**config.mk**
```make
export PLATFORM = sky130hd
export DESIGN_NAME = rvr_victim_refresher
export DESIGN_NICKNAME = d
export VERILOG_FILES = /design/src/rtl/rvr_pkg.sv /design/src/rtl/rvr_act_counter.sv /design/src/rtl/rvr_victim_queue.sv /design/src/rtl/rvr_victim_refresher.sv
export SDC_FILE = /design/constraint.sdc
export NUM_CORES = 1
export LEC_CHECK = 0
export BUFFER_PORTS_ARGS = -buffer_cell sky130_fd_sc_hd__clkbuf_2
export CORE_MARGIN = 3
export CORE_UTILIZATION = 28
export DETAILED_ROUTE_END_ITERATION = 12
export PLACE_DENSITY = 0.4
export SETUP_SLACK_MARGIN = 0.3
export SYNTH_ARGS = -nofsm -noshare
export SYNTH_HDL_FRONTEND = slang
export SYNTH_SLANG_ARGS = --single-unit
```
**constraint.sdc**
```tcl
create_clock -name clk -period 7.66 [get_ports clk]
set_clock_uncertainty 0.2 [all_clocks]
set_input_delay 0 -clock clk [delete_from_list [all_inputs] [get_ports clk]]
set_output_delay 0 -clock clk [all_outputs]
set_load 0.03 [all_outputs]
```
**src/rtl/rvr_pkg.sv**
```systemverilog
package rvr_pkg;

    // Output side of the victim queue
    typedef enum logic {
        Q_EMPTY = 1'b0,
        Q_OFFER = 1'b1
    } q_state_e;

endpackage

```
**src/rtl/rvr_act_counter.sv**
```systemverilog
module rvr_act_counter #(
    parameter int ROW_W = 4,
    parameter int CNT_W = 8
) (
    input  logic                 clk,
    input  logic                 rst_n,
    input  logic                 act_valid,
    input  logic [ROW_W-1:0]     act_row,
    input  logic                 win_tick,
    input  logic [CNT_W-1:0]     mac_limit,
    input  logic [(1<<ROW_W)-1:0] pending,
    input  logic [1:0]           room,
    output logic                 push_lo,
    output logic                 push_hi,
    output logic [ROW_W-1:0]     lo_row,
    output logic [ROW_W-1:0]     hi_row
);
    localparam int ROWS = 1 << ROW_W;
    localparam logic [ROW_W-1:0] ROW_MAX = '1;
    localparam logic [ROW_W-1:0] TWO     = ROW_W'(2);
    localparam logic [CNT_W-1:0] CNT_MAX = '1;

    logic [CNT_W-1:0] cnt_q [ROWS];

    logic [CNT_W-1:0] cur, inc, left2, right2;
    logic [CNT_W:0]   sum_lo, sum_hi, mac_ext;
    logic             det_en, single, lo_flag, hi_flag, new_lo, new_hi;
    logic [1:0]       need;
    logic             commit, clr_left, clr_right;

    // Effective counts: a tick in this cycle makes the old window invisible
    always_comb begin
        cur    = win_tick ? '0 : cnt_q[act_row];
        left2  = (win_tick || act_row < TWO) ? '0 : cnt_q[act_row - TWO];
        right2 = (win_tick || act_row > ROW_MAX - TWO) ? '0 : cnt_q[act_row + TWO];
        inc    = (cur == CNT_MAX) ? cur : cur + CNT_W'(1);
        sum_lo  = {1'b0, left2} + {1'b0, inc};
        sum_hi  = {1'b0, inc} + {1'b0, right2};
        mac_ext = {1'b0, mac_limit};
    end

    // Trigger evaluation for the two possible victims of this activation
    always_comb begin
        det_en  = act_valid && (mac_limit != '0);
        single  = det_en && ({1'b0, inc} >= mac_ext);
        lo_flag = det_en && (act_row != '0)     && (sum_lo >= mac_ext);
        hi_flag = det_en && (act_row != ROW_MAX) && (sum_hi >= mac_ext);
        lo_row  = act_row - ROW_W'(1);
        hi_row  = act_row + ROW_W'(1);
        new_lo  = lo_flag && !pending[lo_row];
        new_hi  = hi_flag && !pending[hi_row];
        need    = {1'b0, new_lo} + {1'b0, new_hi};
        commit  = (lo_flag || hi_flag) && (need <= room);
        push_lo = commit && new_lo;
        push_hi = commit && new_hi;
        clr_left  = commit && lo_flag && !single && (act_row >= TWO);
        clr_right = commit && hi_flag && !single && (act_row <= ROW_MAX - TWO);
    end

    always_ff @(posedge clk) begin
        if (!rst_n) begin
            for (int i = 0; i < ROWS; i++) cnt_q[i] <= '0;
        end else begin
            if (win_tick) begin
                for (int i = 0; i < ROWS; i++) cnt_q[i] <= '0;
            end
            if (act_valid) cnt_q[act_row] <= commit ? '0 : inc;
            if (clr_left)  cnt_q[act_row - TWO] <= '0;
            if (clr_right) cnt_q[act_row + TWO] <= '0;
        end
    end

    logic cnt_any;
    always_comb begin
        cnt_any = 1'b0;
        for (int i = 0; i < ROWS; i++) cnt_any = cnt_any | (cnt_q[i] != '0);
    end

    assert_mac_zero_off_R7: assert property (@(posedge clk) disable iff (!rst_n)
        (mac_limit == '0) |-> !(push_lo || push_hi));

    assert_edge_low_R5: assert property (@(posedge clk) disable iff (!rst_n)
        (act_valid && act_row == '0) |-> !push_lo);

    assert_edge_high_R5: assert property (@(posedge clk) disable iff (!rst_n)
        (act_valid && act_row == ROW_MAX) |-> !push_hi);

    assert_tick_clear_R6: assert property (@(posedge clk) disable iff (!rst_n)
        (win_tick && !act_valid) |=> !cnt_any);

    assert_self_clear_R4: assert property (@(posedge clk) disable iff (!rst_n)
        (push_lo || push_hi) |=> (cnt_q[$past(act_row)] == '0));

endmodule

```
**src/rtl/rvr_victim_queue.sv**
```systemverilog
module rvr_victim_queue
    import rvr_pkg::*;
#(
    parameter int ROW_W = 4,
    parameter int DEPTH = 4
) (
    input  logic                  clk,
    input  logic                  rst_n,
    input  logic                  push_lo,
    input  logic                  push_hi,
    input  logic [ROW_W-1:0]      lo_row,
    input  logic [ROW_W-1:0]      hi_row,
    input  logic                  ref_ready,
    output logic [(1<<ROW_W)-1:0] pending,
    output logic [1:0]            room,
    output logic                  ref_valid,
    output logic [ROW_W-1:0]      ref_row
);
    // DEPTH must be a power of two so the pointers wrap naturally
    localparam int ROWS  = 1 << ROW_W;
    localparam int PTR_W = (DEPTH > 1) ? $clog2(DEPTH) : 1;
    localparam int OCC_W = $clog2(DEPTH + 1);
    localparam logic [OCC_W:0] DEPTH_V = (OCC_W+1)'(DEPTH);

    q_state_e         state_q, state_d;
    logic [ROW_W-1:0] mem_q [DEPTH];
    logic [PTR_W-1:0] wr_ptr_q, rd_ptr_q;
    logic [OCC_W-1:0] occ_q, occ_d;
    logic [ROWS-1:0]  pend_q;
    logic [1:0]       npush;
    logic             pop;
    logic [OCC_W:0]   avail;

    always_comb begin
        pop   = ref_valid && ref_ready;
        npush = {1'b0, push_lo} + {1'b0, push_hi};
        occ_d = occ_q + OCC_W'(npush) - OCC_W'(pop);
        avail = DEPTH_V - {1'b0, occ_q} + {{OCC_W{1'b0}}, pop};
        room  = (avail >= (OCC_W+1)'(2)) ? 2'd2 : avail[1:0];
        pending = pend_q;
    end

    // Next-state logic
    always_comb begin
        state_d = state_q;
        unique case (state_q)
            Q_EMPTY: if (npush != 2'd0) state_d = Q_OFFER;
            Q_OFFER: if (occ_d == '0)   state_d = Q_EMPTY;
            default: state_d = Q_EMPTY;
        endcase
    end

    // State register
    always_ff @(posedge clk) begin
        if (!rst_n) state_q <= Q_EMPTY;
        else        state_q <= state_d;
    end

    // Storage, pointers and pending map
    always_ff @(posedge clk) begin
        if (!rst_n) begin
            for (int i = 0; i < DEPTH; i++) mem_q[i] <= '0;
            wr_ptr_q <= '0;
            rd_ptr_q <= '0;
            occ_q    <= '0;
            pend_q   <= '0;
        end else begin
            if (push_lo) mem_q[wr_ptr_q] <= lo_row;
            if (push_hi) mem_q[wr_ptr_q + PTR_W'(push_lo)] <= hi_row;
            wr_ptr_q <= wr_ptr_q + PTR_W'(npush);
            rd_ptr_q <= rd_ptr_q + PTR_W'(pop);
            occ_q    <= occ_d;
            if (pop)     pend_q[ref_row] <= 1'b0;
            if (push_lo) pend_q[lo_row]  <= 1'b1;
            if (push_hi) pend_q[hi_row]  <= 1'b1;
        end
    end

    // Outputs
    always_comb begin
        ref_valid = (state_q == Q_OFFER);
        ref_row   = mem_q[rd_ptr_q];
    end

    assert_hold_R9: assert property (@(posedge clk) disable iff (!rst_n)
        (ref_valid && !ref_ready) |=> (ref_valid && $stable(ref_row)));

    assert_no_overflow_R9: assert property (@(posedge clk) disable iff (!rst_n)
        {1'b0, occ_q} <= DEPTH_V);

    assert_valid_matches_occ_R9: assert property (@(posedge clk) disable iff (!rst_n)
        ref_valid == (occ_q != '0));

    assert_pending_unique_R8: assert property (@(posedge clk) disable iff (!rst_n)
        $countones(pend_q) == int'(occ_q));

endmodule

```
**src/rtl/rvr_victim_refresher.sv**
```systemverilog
module rvr_victim_refresher #(
    parameter int ROW_W  = 4,
    parameter int CNT_W  = 8,
    parameter int QDEPTH = 4
) (
    input  logic             clk,
    input  logic             rst_n,
    input  logic             act_valid,
    input  logic [ROW_W-1:0] act_row,
    input  logic             win_tick,
    input  logic [CNT_W-1:0] mac_limit,
    output logic             ref_valid,
    input  logic             ref_ready,
    output logic [ROW_W-1:0] ref_row
);
    localparam int ROWS = 1 << ROW_W;

    logic [ROWS-1:0]  pending;
    logic [1:0]       room;
    logic             push_lo, push_hi;
    logic [ROW_W-1:0] lo_row, hi_row;

    rvr_act_counter #(.ROW_W(ROW_W), .CNT_W(CNT_W)) counter_i (
        .clk      (clk),
        .rst_n    (rst_n),
        .act_valid(act_valid),
        .act_row  (act_row),
        .win_tick (win_tick),
        .mac_limit(mac_limit),
        .pending  (pending),
        .room     (room),
        .push_lo  (push_lo),
        .push_hi  (push_hi),
        .lo_row   (lo_row),
        .hi_row   (hi_row)
    );

    rvr_victim_queue #(.ROW_W(ROW_W), .DEPTH(QDEPTH)) queue_i (
        .clk      (clk),
        .rst_n    (rst_n),
        .push_lo  (push_lo),
        .push_hi  (push_hi),
        .lo_row   (lo_row),
        .hi_row   (hi_row),
        .ref_ready(ref_ready),
        .pending  (pending),
        .room     (room),
        .ref_valid(ref_valid),
        .ref_row  (ref_row)
    );

    assert_reset_idle_R11: assert property (@(posedge clk)
        !rst_n |=> !ref_valid);

endmodule

```
==> results.toml <==
[critical_path]
crit_start = "counter_i.cnt_q[6][0]"
crit_family = "compound AO/OA/AOI/OAI gates"
worstPathArrival_ns = 7.15
path_class = "flip-flop to flip-flop"
timing.rr.start = "counter_i.cnt_q[6][0]"
r2r_cells = 34
reg2reg_to = "queue_i.ref_valid"
cp-end-kind = "flip-flop"
max_stage_delay_ns = 0.47
slowest_stage = "mux4_2"
critPathBufInv = 2
endpoint = "queue_i.ref_valid"
crit_cells = 34
crit_path_max_fanout = 5
reg2reg_slack_ns = 0.64
required_ns = 7.79
critPathLaunchType = "flip-flop"

[status]
status = "finished clean"

[grt]
first_global_vias = 9313
antenna_found_initial = 0
grt_usage_pct = 19.3
grt_overflow_total = 0
grt_first_pass_wirelength_um = 63100
grt_max_degree = 79

[synth]
yosysUniqueCellTypes = 77
yosysSeqAreaShare_pct = 30.8
synth_seq_cells = 168
synth_edf_count = 16
async_flop_share_pct = 0
syn_inst = 1173
ys.flop_type = "dfxtp_1"
synth_nets = 1257
syn_area_per_cell_um2 = 9.75
yosys_warnings = 0
synth_area_um2 = 11400

[cells_and_area]
diodes = 0
final_common_cell = "dfxtp_1"
fin_util_pct = 33.4
drive_above_1_share_pct = 23.9
area_growth_pct = 16.8
nNetsFinal = 1284
layout_common_cells = "dfxtp_1, nor2_1, nand3_1, mux4_2, buf_4"

[sta]
setup_viol = 0
maxSlewHeadroom_pct = 11.9
final_max_slew_viol_count = 0
rsz0062_at_grt = "no"
period_needed_ns = 7.02
fmax_mhz = 142
tns_ns = 0
hold_viol_final = 0
hold_slack_ns = 0.0602
worst_pin_slew_ns = 1.32
post-route-period-util_pct = 91.7

[placed_design]
hpwl_um = 31700
io_buffers = 21
place_congestion = 0.909

[floorplan]
core_um2 = 40000
start_util_pct = 28.6
rows = 73
chipWidth_um = 208
die_area_um2 = 43300
die_y_um = 208
ioPinCount = 22

[hold_path]
min_from = "ref_ready"
hold_path.class = "input pin to flip-flop"

[cts]
cts_buffer_depth = 2
numCtsBuffers = 17
path_clk_slew_ns = 0.07
cts_tree = "done"
cts_num_sinks = 168
clk_latency_ns = 0.46
h-tree-depth = 4
cts_root_buf = "clkbuf_16"

[drt]
firstDrtPassIters = 5
drt-initial-drc-count = 966
routed_wirelength_um = 42500
drc = 0
vias = 9932
ant_nets = 0
post_drt_via_cell_ratio = 5.71
wl_per_cell_um = 24.5

[pwr]
power.switching_fraction_pct = 28.5
pwr-share-comb_pct = 12.2
p_sw_uw = 589
vdd_ir_drop_max_mv = 0.126
power.density_nw_per_um2 = 155
seq_power_share_pct = 43.4
leakagePower_uw = 0.00501
p_int_uw = 1480
clockPowerShare_pct = 44.4

[run]
cap_violations = 0
==> layer usage <==
layer | GRT usage, % | vias up | routed length (um)
met2 | 28.6 | 260 | 18800
met4 | 5.35 | 0 | 886
met1 | 28.8 | 5056 | 20700
met3 | 3.47 | 37 | 2220
met5 | 0 | - | 0
li1 | - | 4579 | -
==> sequential cells by signal, indices dropped and copies added (netlist names) <==
signal	count
counter_i.cnt_q	128
queue_i.ref_valid	1
queue_i.pending	16
queue_i.rd_ptr_q	2
queue_i.mem_q	16
queue_i.wr_ptr_q	2
queue_i.occ_q	3
==> tightest hold or removal path, stage by stage <==
cell,delay (ns)
clkbuf_2,0.10
nand2_1,0.16
inv_1,0.17
ha_1,0.15
and2_1,0.11
==> power by group through the flow <==
stage	logic, uW	clock network, uW	registers, uW
6_report	252	919	898
3_5_place_dp	246	0	918
3_3_place_gp	246	0	918
2_1_floorplan	166	0	916
5_1_grt	274	969	898
4_1_cts	249	937	898
==> layout make-up <==
class | count | area (um^2)
fillers | 4063 | 26600
multi-input cells | 866 | 7580
flip-flops and latches | 168 | 3530
repair buffers | 105 | 818
well taps | 525 | 657
clock buffers | 17 | 425
clock inverters | 15 | 188
inverters | 42 | 164
==> logic make-up after synthesis <==
logic type,synth area share (%)
XOR/XNOR,1.90
buffers and inverters,5.25
adder cells (fa/ha/maj),7.53
AND/OR/NAND/NOR,16.0
flip-flops,30.8
multiplexers,19.2
AO/OA/AOI/OAI,19.4
==> cells in the mapped netlist (4+ instances only) <==
library cell	count	area, um^2
dfxtp_1	152	3040
nor2_1	126	473
nand3_1	90	450
mux4_2	84	1890
a32oi_1	65	569
ha_1	64	801
clkbuf_1	60	225
nand2_1	58	218
o2bb2ai_1	45	394
inv_1	42	158
a21oi_1	35	175
o22ai_1	28	175
and2_1	26	163
o211ai_1	26	195
buf_2	24	120
nor2b_1	22	138
xnor2_1	17	149
edfxtp_1	16	480
mux2i_1	15	150
nand2b_1	12	75.1
o21ai_0	10	50.1
a21o_1	8	60.1
a22oi_1	8	60.1
o21a_1	8	60.1
nand4_1	7	43.8
or2_2	7	43.8
a211oi_1	6	45.0
xor2_1	6	52.6
a22o_1	5	43.8
buf_4	5	37.5
mux2_2	5	56.3
nor3_1	5	25.0
or3_1	5	31.3
a221oi_1	4	35.0
and3_1	4	25.0
buf_1	4	15.0
buf_6	4	45.0
o21bai_1	4	30.0
o31a_1	4	35.0
==> what timing repair did <==
action	4_1_cts	5_1_grt
hold endpoints to repair	8	0
endpoints found under the setup margin	11	176
buffers inserted	3	6
pin swaps	6	26
cloned	0	0
hold buffers	1	0
resized for setup	6	30
==> through the flow <==
step	area, um^2	cells	worst slack, ns	power [uW]
floorplan	11600	1173	0.301	1080
global placement	12500	1696	0.137	1160
detailed placement	12500	1696	0.0794	1160
CTS	13200	1732	0.300	2080
global route	13400	1738	0.293	2140
finish	13400	1738	0.638	2070
==> worst min-delay path by stage <==
stage                                   to  slack, ns  cells past startpoint
global route         counter_i.cnt_q[8][3]       0.09                      4
global placement     counter_i.cnt_q[4][7]       0.28                      2
finish                 queue_i.rd_ptr_q[0]       0.06                      5
detailed placement   counter_i.cnt_q[4][7]       0.28                      2
CTS                 counter_i.cnt_q[11][5]       0.06                      4
floorplan                 queue_i.occ_q[1]     -0.008                      2
Power figures use the tool's default switching activity.
